<file path="config.mk">
export PLATFORM = sky130hd
export DESIGN_NAME = spkt_capture_fifo
export DESIGN_NICKNAME = d
export VERILOG_FILES = /design/src/rtl/spkt_pkg.sv /design/src/rtl/spkt_store.sv /design/src/rtl/spkt_ptrs.sv /design/src/rtl/spkt_events.sv /design/src/rtl/spkt_capture_fifo.sv
export SDC_FILE = /design/constraint.sdc
export NUM_CORES = 1
export LEC_CHECK = 0
export ABC_CLOCK_PERIOD_IN_PS = 3500
export BUFFER_PORTS_ARGS = -buffer_cell sky130_fd_sc_hd__buf_2
export CORE_ASPECT_RATIO = 0.6
export CORE_MARGIN = 2
export CORE_UTILIZATION = 33
export CTS_CLUSTER_DIAMETER = 100
export DETAILED_ROUTE_END_ITERATION = 7
export SLEW_MARGIN = 15
export SYNTH_ARGS = -nofsm -noshare
export SYNTH_HDL_FRONTEND = slang
export SYNTH_SLANG_ARGS = --single-unit
export TNS_END_PERCENT = 1
</file>
<file path="constraint.sdc">
create_clock -name clk -period 3.5 [get_ports clk]
set_input_delay 0.525 -clock clk [delete_from_list [all_inputs] [get_ports clk]]
set_output_delay 0.525 -clock clk [all_outputs]
set_load 0.02 [all_outputs]
</file>
<file path="src/rtl/spkt_pkg.sv">
package spkt_pkg;
   localparam int DATA_W = 16;
   localparam int VC_W   = 2;
   localparam int DT_W   = 6;
   localparam int ENTRY_W = DATA_W + VC_W + DT_W;

   // Field order sets the bit positions of the packed word
   typedef struct packed {
      logic [DATA_W-1:0] data;
      logic [VC_W-1:0]   vc;
      logic [DT_W-1:0]   dtype;
   } spkt_entry_t;
endpackage

</file>
<file path="src/rtl/spkt_store.sv">
module spkt_store
   import spkt_pkg::*;
#(
   parameter int DEPTH = 31,
   parameter int AW    = 5
) (
   input  logic          clk,
   input  logic          wr_en,
   input  logic [AW-1:0] wr_addr,
   input  spkt_entry_t   wr_entry,
   input  logic [AW-1:0] rd_addr,
   output spkt_entry_t   rd_entry
);
   spkt_entry_t slots [DEPTH];

   always_ff @(posedge clk) begin
      if (wr_en) slots[wr_addr] <= wr_entry;
   end

   assign rd_entry = slots[rd_addr];
endmodule

</file>
<file path="src/rtl/spkt_ptrs.sv">
module spkt_ptrs #(
   parameter int DEPTH = 31,
   parameter int AW    = 5,
   parameter int CW    = 5
) (
   input  logic          clk,
   input  logic          rst_n,
   input  logic          push_req,
   input  logic          pop_req,
   output logic [AW-1:0] wr_ptr,
   output logic [AW-1:0] rd_ptr,
   output logic [CW-1:0] level,
   output logic [CW-1:0] level_next,
   output logic          push_ok,
   output logic          pop_ok,
   output logic          drop
);
   localparam logic [CW-1:0] LVL_MAX = CW'(DEPTH);

   logic [AW-1:0] wr_inc, rd_inc;
   logic          at_max, at_zero;

   assign at_max  = (level == LVL_MAX);
   assign at_zero = (level == '0);
   assign pop_ok  = pop_req & ~at_zero;
   assign push_ok = push_req & (~at_max | pop_ok);
   assign drop    = push_req & at_max & ~pop_ok;

   generate
      if ((1 << AW) == DEPTH) begin : g_wrap_natural
         assign wr_inc = wr_ptr + 1'b1;
         assign rd_inc = rd_ptr + 1'b1;
      end else begin : g_wrap_compare
         localparam logic [AW-1:0] LAST = AW'(DEPTH - 1);
         assign wr_inc = (wr_ptr == LAST) ? '0 : wr_ptr + 1'b1;
         assign rd_inc = (rd_ptr == LAST) ? '0 : rd_ptr + 1'b1;
      end
   endgenerate

   always_comb begin
      level_next = level;
      if (push_ok && !pop_ok) level_next = level + 1'b1;
      else if (pop_ok && !push_ok) level_next = level - 1'b1;
   end

   always_ff @(posedge clk or negedge rst_n) begin
      if (!rst_n) begin
         wr_ptr <= '0;
         rd_ptr <= '0;
         level  <= '0;
      end else begin
         if (push_ok) wr_ptr <= wr_inc;
         if (pop_ok)  rd_ptr <= rd_inc;
         level <= level_next;
      end
   end
endmodule

</file>
<file path="src/rtl/spkt_events.sv">
module spkt_events #(
   parameter int CW = 5
) (
   input  logic          clk,
   input  logic          rst_n,
   input  logic [CW-1:0] level,
   input  logic [CW-1:0] level_next,
   input  logic          pop_ok,
   input  logic          drop,
   output logic          evt_nonempty,
   output logic          evt_overflow
);
   logic ne_set;

   // Fires when data appears in an empty queue, or a removal leaves data behind
   assign ne_set = (level_next != '0) && ((level == '0) || pop_ok);

   always_ff @(posedge clk or negedge rst_n) begin
      if (!rst_n) begin
         evt_nonempty <= 1'b0;
         evt_overflow <= 1'b0;
      end else begin
         evt_nonempty <= ne_set;
         evt_overflow <= drop;
      end
   end
endmodule

</file>
<file path="src/rtl/spkt_capture_fifo.sv">
module spkt_capture_fifo
   import spkt_pkg::*;
#(
   parameter int DEPTH  = 31,
   parameter int WORD_W = 32
) (
   input  logic              clk,
   input  logic              rst_n,
   input  logic              pkt_valid,
   input  logic [DATA_W-1:0] pkt_data,
   input  logic [VC_W-1:0]   pkt_vc,
   input  logic [DT_W-1:0]   pkt_dtype,
   input  logic              rd_pop,
   output logic [WORD_W-1:0] rd_word,
   output logic              sts_full,
   output logic              sts_nonempty,
   output logic              evt_nonempty,
   output logic              evt_overflow
);
   localparam int AW = (DEPTH < 2) ? 1 : $clog2(DEPTH);
   localparam int CW = $clog2(DEPTH + 1);

   generate
      if (DEPTH < 2 || DEPTH > 1024) begin : g_bad_depth
         $error("spkt_capture_fifo: DEPTH must lie in 2..1024");
      end
      if (WORD_W < ENTRY_W) begin : g_bad_word
         $error("spkt_capture_fifo: WORD_W narrower than a packed entry");
      end
   endgenerate

   logic [AW-1:0] wr_ptr, rd_ptr;
   logic [CW-1:0] level, level_next;
   logic          push_ok, pop_ok, drop;
   spkt_entry_t   in_entry, head_entry;

   assign in_entry.data  = pkt_data;
   assign in_entry.vc    = pkt_vc;
   assign in_entry.dtype = pkt_dtype;

   spkt_ptrs #(.DEPTH(DEPTH), .AW(AW), .CW(CW)) u_ptrs (
      .clk        (clk),
      .rst_n      (rst_n),
      .push_req   (pkt_valid),
      .pop_req    (rd_pop),
      .wr_ptr     (wr_ptr),
      .rd_ptr     (rd_ptr),
      .level      (level),
      .level_next (level_next),
      .push_ok    (push_ok),
      .pop_ok     (pop_ok),
      .drop       (drop)
   );

   spkt_store #(.DEPTH(DEPTH), .AW(AW)) u_store (
      .clk      (clk),
      .wr_en    (push_ok),
      .wr_addr  (wr_ptr),
      .wr_entry (in_entry),
      .rd_addr  (rd_ptr),
      .rd_entry (head_entry)
   );

   spkt_events #(.CW(CW)) u_events (
      .clk          (clk),
      .rst_n        (rst_n),
      .level        (level),
      .level_next   (level_next),
      .pop_ok       (pop_ok),
      .drop         (drop),
      .evt_nonempty (evt_nonempty),
      .evt_overflow (evt_overflow)
   );

   assign sts_full     = (level == CW'(DEPTH));
   assign sts_nonempty = (level != '0);

   generate
      if (WORD_W > ENTRY_W) begin : g_pad
         assign rd_word = sts_nonempty ? {{(WORD_W-ENTRY_W){1'b0}}, head_entry} : '0;
      end else begin : g_nopad
         assign rd_word = sts_nonempty ? head_entry : '0;
      end
   endgenerate
endmodule

</file>
==> flow_metrics.py <==
metrics = {
    "outcome": {
        "violations": "setup timing",
        "status": "finished, violations left",
    },
    "layout": {
        "nets": 1533,
        "fill_cells": 7919,
        "drive_gt1_share_pct": 33.2,
        "design_area_mm2": 0.0346,
        "stdcell_count": 2718,
        "n_antenna_cell": 0,
        "area_growth_pct": 16.6,
    },
    "sta": {
        "setup_violations": 1,
        "fin_ws_ps": -14.4,
        "slew_headroom_pct": 56.3,
        "period_minus_slack_ps": 3510,
        "rsz0062_at_grt": "yes",
        "final-hold-violation-count": 0,
        "fin_crit_sh_pct": 100,
        "drv_slew": 0,
        "fmax_mhz": 285,
        "skew_ps": 24.2,
        "worstMarginPinSlew_ps": 655,
        "hold_slack_ps": 266,
    },
    "setup_path": {
        "worstReg2RegEnd": "u_store.slots[23][15]$_DFFE_PP_",
        "worstSetupPathType": "register to output port",
        "crit_path_end_kind": "output port",
        "worstSetupStartpoint": "u_ptrs.rd_ptr[0]$_DFFE_PN0N_",
        "startpoint_type": "register",
        "critPathMaxFanout": 11,
        "arrival_ps": 2990,
        "critPathRequiredTime_ps": 2970,
        "worst-r2r-cell-count": 8,
        "r2r_start": "u_ptrs.level[1]$_DFF_PN0_",
        "r2r_slack_ps": 300,
        "crit_path_end": "rd_word[12]",
    },
    "synth": {
        "ys_types": 45,
        "synth_common_cells": "edfxtp_1 (744), mux4_2 (216), o21ai_1 (45)",
        "synth.area.top_cells": "edfxtp_1 (75%), mux4_2 (16%), dfrtp_1 (1.4%), mux2i_1 (0.81%), o21ai_1 (0.76%)",
        "avgSynthCellArea_um2": 22.1,
        "netlist_instances": 1343,
        "yosysWarnings": 0,
        "synth_area_mm2": 0.0297,
        "synth_edf_count": 744,
        "synthArstFlopShare_pct": 2.23,
        "synth_top_area_share_pct": 75.3,
        "yosys.cell_count.top_type": "edfxtp_1",
        "synth-seq-area-share_pct": 76.8,
        "yosysTopAreaCell": "edfxtp_1",
        "synth_flop_cell": "edfxtp_1",
        "ys_ff_latch": 761,
    },
    "clocking": {
        "cts_buffers": 67,
        "clockBufferDepth": 3,
        "htree_levels": 3,
        "clk_pin_slew_ps": 70,
        "cts_tree": "yes",
        "cts_root_buffer": "clkbuf_16",
        "clock_sinks": 761,
        "clk_latency_ps": 620,
    },
    "min_path": {
        "hp-class": "input port to register",
        "min-delay-start": "rd_pop",
    },
    "floorplanning": {
        "start_util_pct": 33.2,
        "io_pins": 64,
        "die_h_um": 236,
        "core-area_mm2": 0.0893,
        "num_rows": 85,
        "die_w_um": 391,
        "dieArea_mm2": 0.0923,
    },
    "route": {
        "drc": 0,
        "drtIter0Drc": 1575,
        "vias_per_cell": 5.32,
        "wire_per_inst_um": 27.1,
        "wl_um": 73700,
        "dr.pass1.iters": 5,
        "antenna_left": 0,
        "num_vias": 14467,
    },
    "global_route": {
        "grt_pass1_wl_um": 105000,
        "antenna_found_initial": 3,
        "grt_pass1_vias": 14422,
        "grt_start_max_net_pins": 63,
        "grt-ovfl-total": 0,
        "grt_util_all_layers_pct": 15.9,
    },
    "place": {
        "numPortBuffers": 55,
        "placed_cell_area_mm2": 0.0322,
        "routabilityCongestion": 0.762,
        "dp.cells": 2586,
        "dp.final_hpwl_um": 41400,
    },
    "pwr": {
        "p_sw_uw": 8350,
        "powerDensity_mw_per_mm2": 775,
        "combPwrFrac_pct": 32.9,
        "netSwitchingFraction_pct": 31.1,
        "p_seq_share_pct": 40.7,
        "clkPwrFrac_pct": 26.4,
        "max-vdd-ir-drop_v": 0.000865,
        "intPower_uw": 18500,
        "p_leak_uw": 0.0109,
    },
    "run": {
        "maxCapViolCount": 0,
    },
}
[power by group through the flow]
stage	combinational (uW)	sequential, uW	clock (uW)
2_1_floorplan	5560	10900	0
3_3_place_gp	8090	11100	0
3_5_place_dp	8150	11100	0
4_1_cts	8850	10900	7250
5_1_grt	9320	11000	7610
6_report	8810	10900	7070
[metal layers]
layer	GRT usage [%]	vias to the layer above	routed length, um
met4	3.79	2	1300
met3	3.98	94	6720
met5	0	-	8
met1	24.4	7807	33400
met2	22.7	663	32300
li1	-	5901	-
[critical path, cell delays in order (launching register included)]
cell and delay (ps):
dfrtp_4 430, buf_12 140, buf_16 180, buf_16 180, mux4_2 540, mux4_2 470, nand3_1 100, o21ai_1 130
buf_2 190
[stage by stage]
stage               setup TNS [ps]  worst slack, ps  utilization [%]  total power (uW)
floorplan                        0              383                -             16400
global placement                 0              378             36.0             19200
detailed placement               0              353             36.0             19300
CTS                           -469            -56.6             38.7             27000
global route                  -515            -69.6             38.7             27900
finish                       -14.4            -14.4             38.7             26800
[cells in the final DEF, fill, tap and decap left out, types with 13 or more instances in the layout]
cell       Yosys  routed
edfxtp_1     744     744
dfrtp_1       17      13
o21ai_1       45      33
mux2i_1       24      23
nand2_1       43      43
o21ai_0       18      18
inv_1         32      31
clkbuf_1      38      16
nor2_4         0      31
mux4_2       216     216
nand3_1       32      32
buf_12         0      19
buf_4         10      63
buf_2         16      51
clkbuf_16      0      69
[worst min-delay path by stage]
stage | to | slack (ps) | cells past startpoint
6_report | u_events.evt_nonempty$_DFF_PN0_ | 270 | 2
4_1_cts | u_events.evt_nonempty$_DFF_PN0_ | 210 | 2
5_1_grt | u_events.evt_nonempty$_DFF_PN0_ | 240 | 2
3_5_place_dp | u_ptrs.wr_ptr[1]$_DFFE_PN0P_ | 500 | 1
2_1_floorplan | u_events.evt_nonempty$_DFF_PN0_ | 230 | 0
3_3_place_gp | u_ptrs.wr_ptr[1]$_DFFE_PN0P_ | 510 | 1
[flip-flops by register name, indices dropped and copies added (netlist names)]
register	cells
u_store.slots	744
u_ptrs.level	5
u_ptrs.rd_ptr	5
u_ptrs.wr_ptr	5
u_events.evt_nonempty	1
u_events.evt_overflow	1
[kinds of logic after synthesis]
| group | after synthesis | synth area share (%) |
|---|---|---|
| DFF | 761 | 76.8 |
| muxes | 240 | 17.2 |
| and+or+nand+nor | 136 | 2.12 |
| buffers and inverters | 112 | 1.92 |
| AOI/OAI and AO/OA | 83 | 1.54 |
| adders and majority gates | 9 | 0.380 |
| other | 1 | 0.0126 |
| xor gates and xnor gates | 1 | 0.0295 |
[final cells by class]
| cell class | count | area, um2 | share of cell area (%) |
|---|---|---|---|
| inverter | 33 | 124 | 0.358 |
| clock inverter | 33 | 262 | 0.756 |
| multi-input combinational | 477 | 6630 | 19.2 |
| tap | 1174 | 1470 | 4.25 |
| sequential | 761 | 22800 | 65.9 |
| timing repair buffer | 156 | 1550 | 4.47 |
| clock buffer | 84 | 1760 | 5.10 |
[repair_timing]
| action | in CTS | in global routing |
|---|---|---|
| resized for setup | 28 | 13 |
| endpoints found under the setup margin | 24 | 22 |
| gates cloned | 5 | 1 |
| buffers inserted | 9 | 1 |
| hold endpoints to repair | 17 | 0 |
| hold buffers | 1 | 0 |
| pin swaps | 0 | 0 |
No activity file was read; power rests on OpenSTA's default activity.
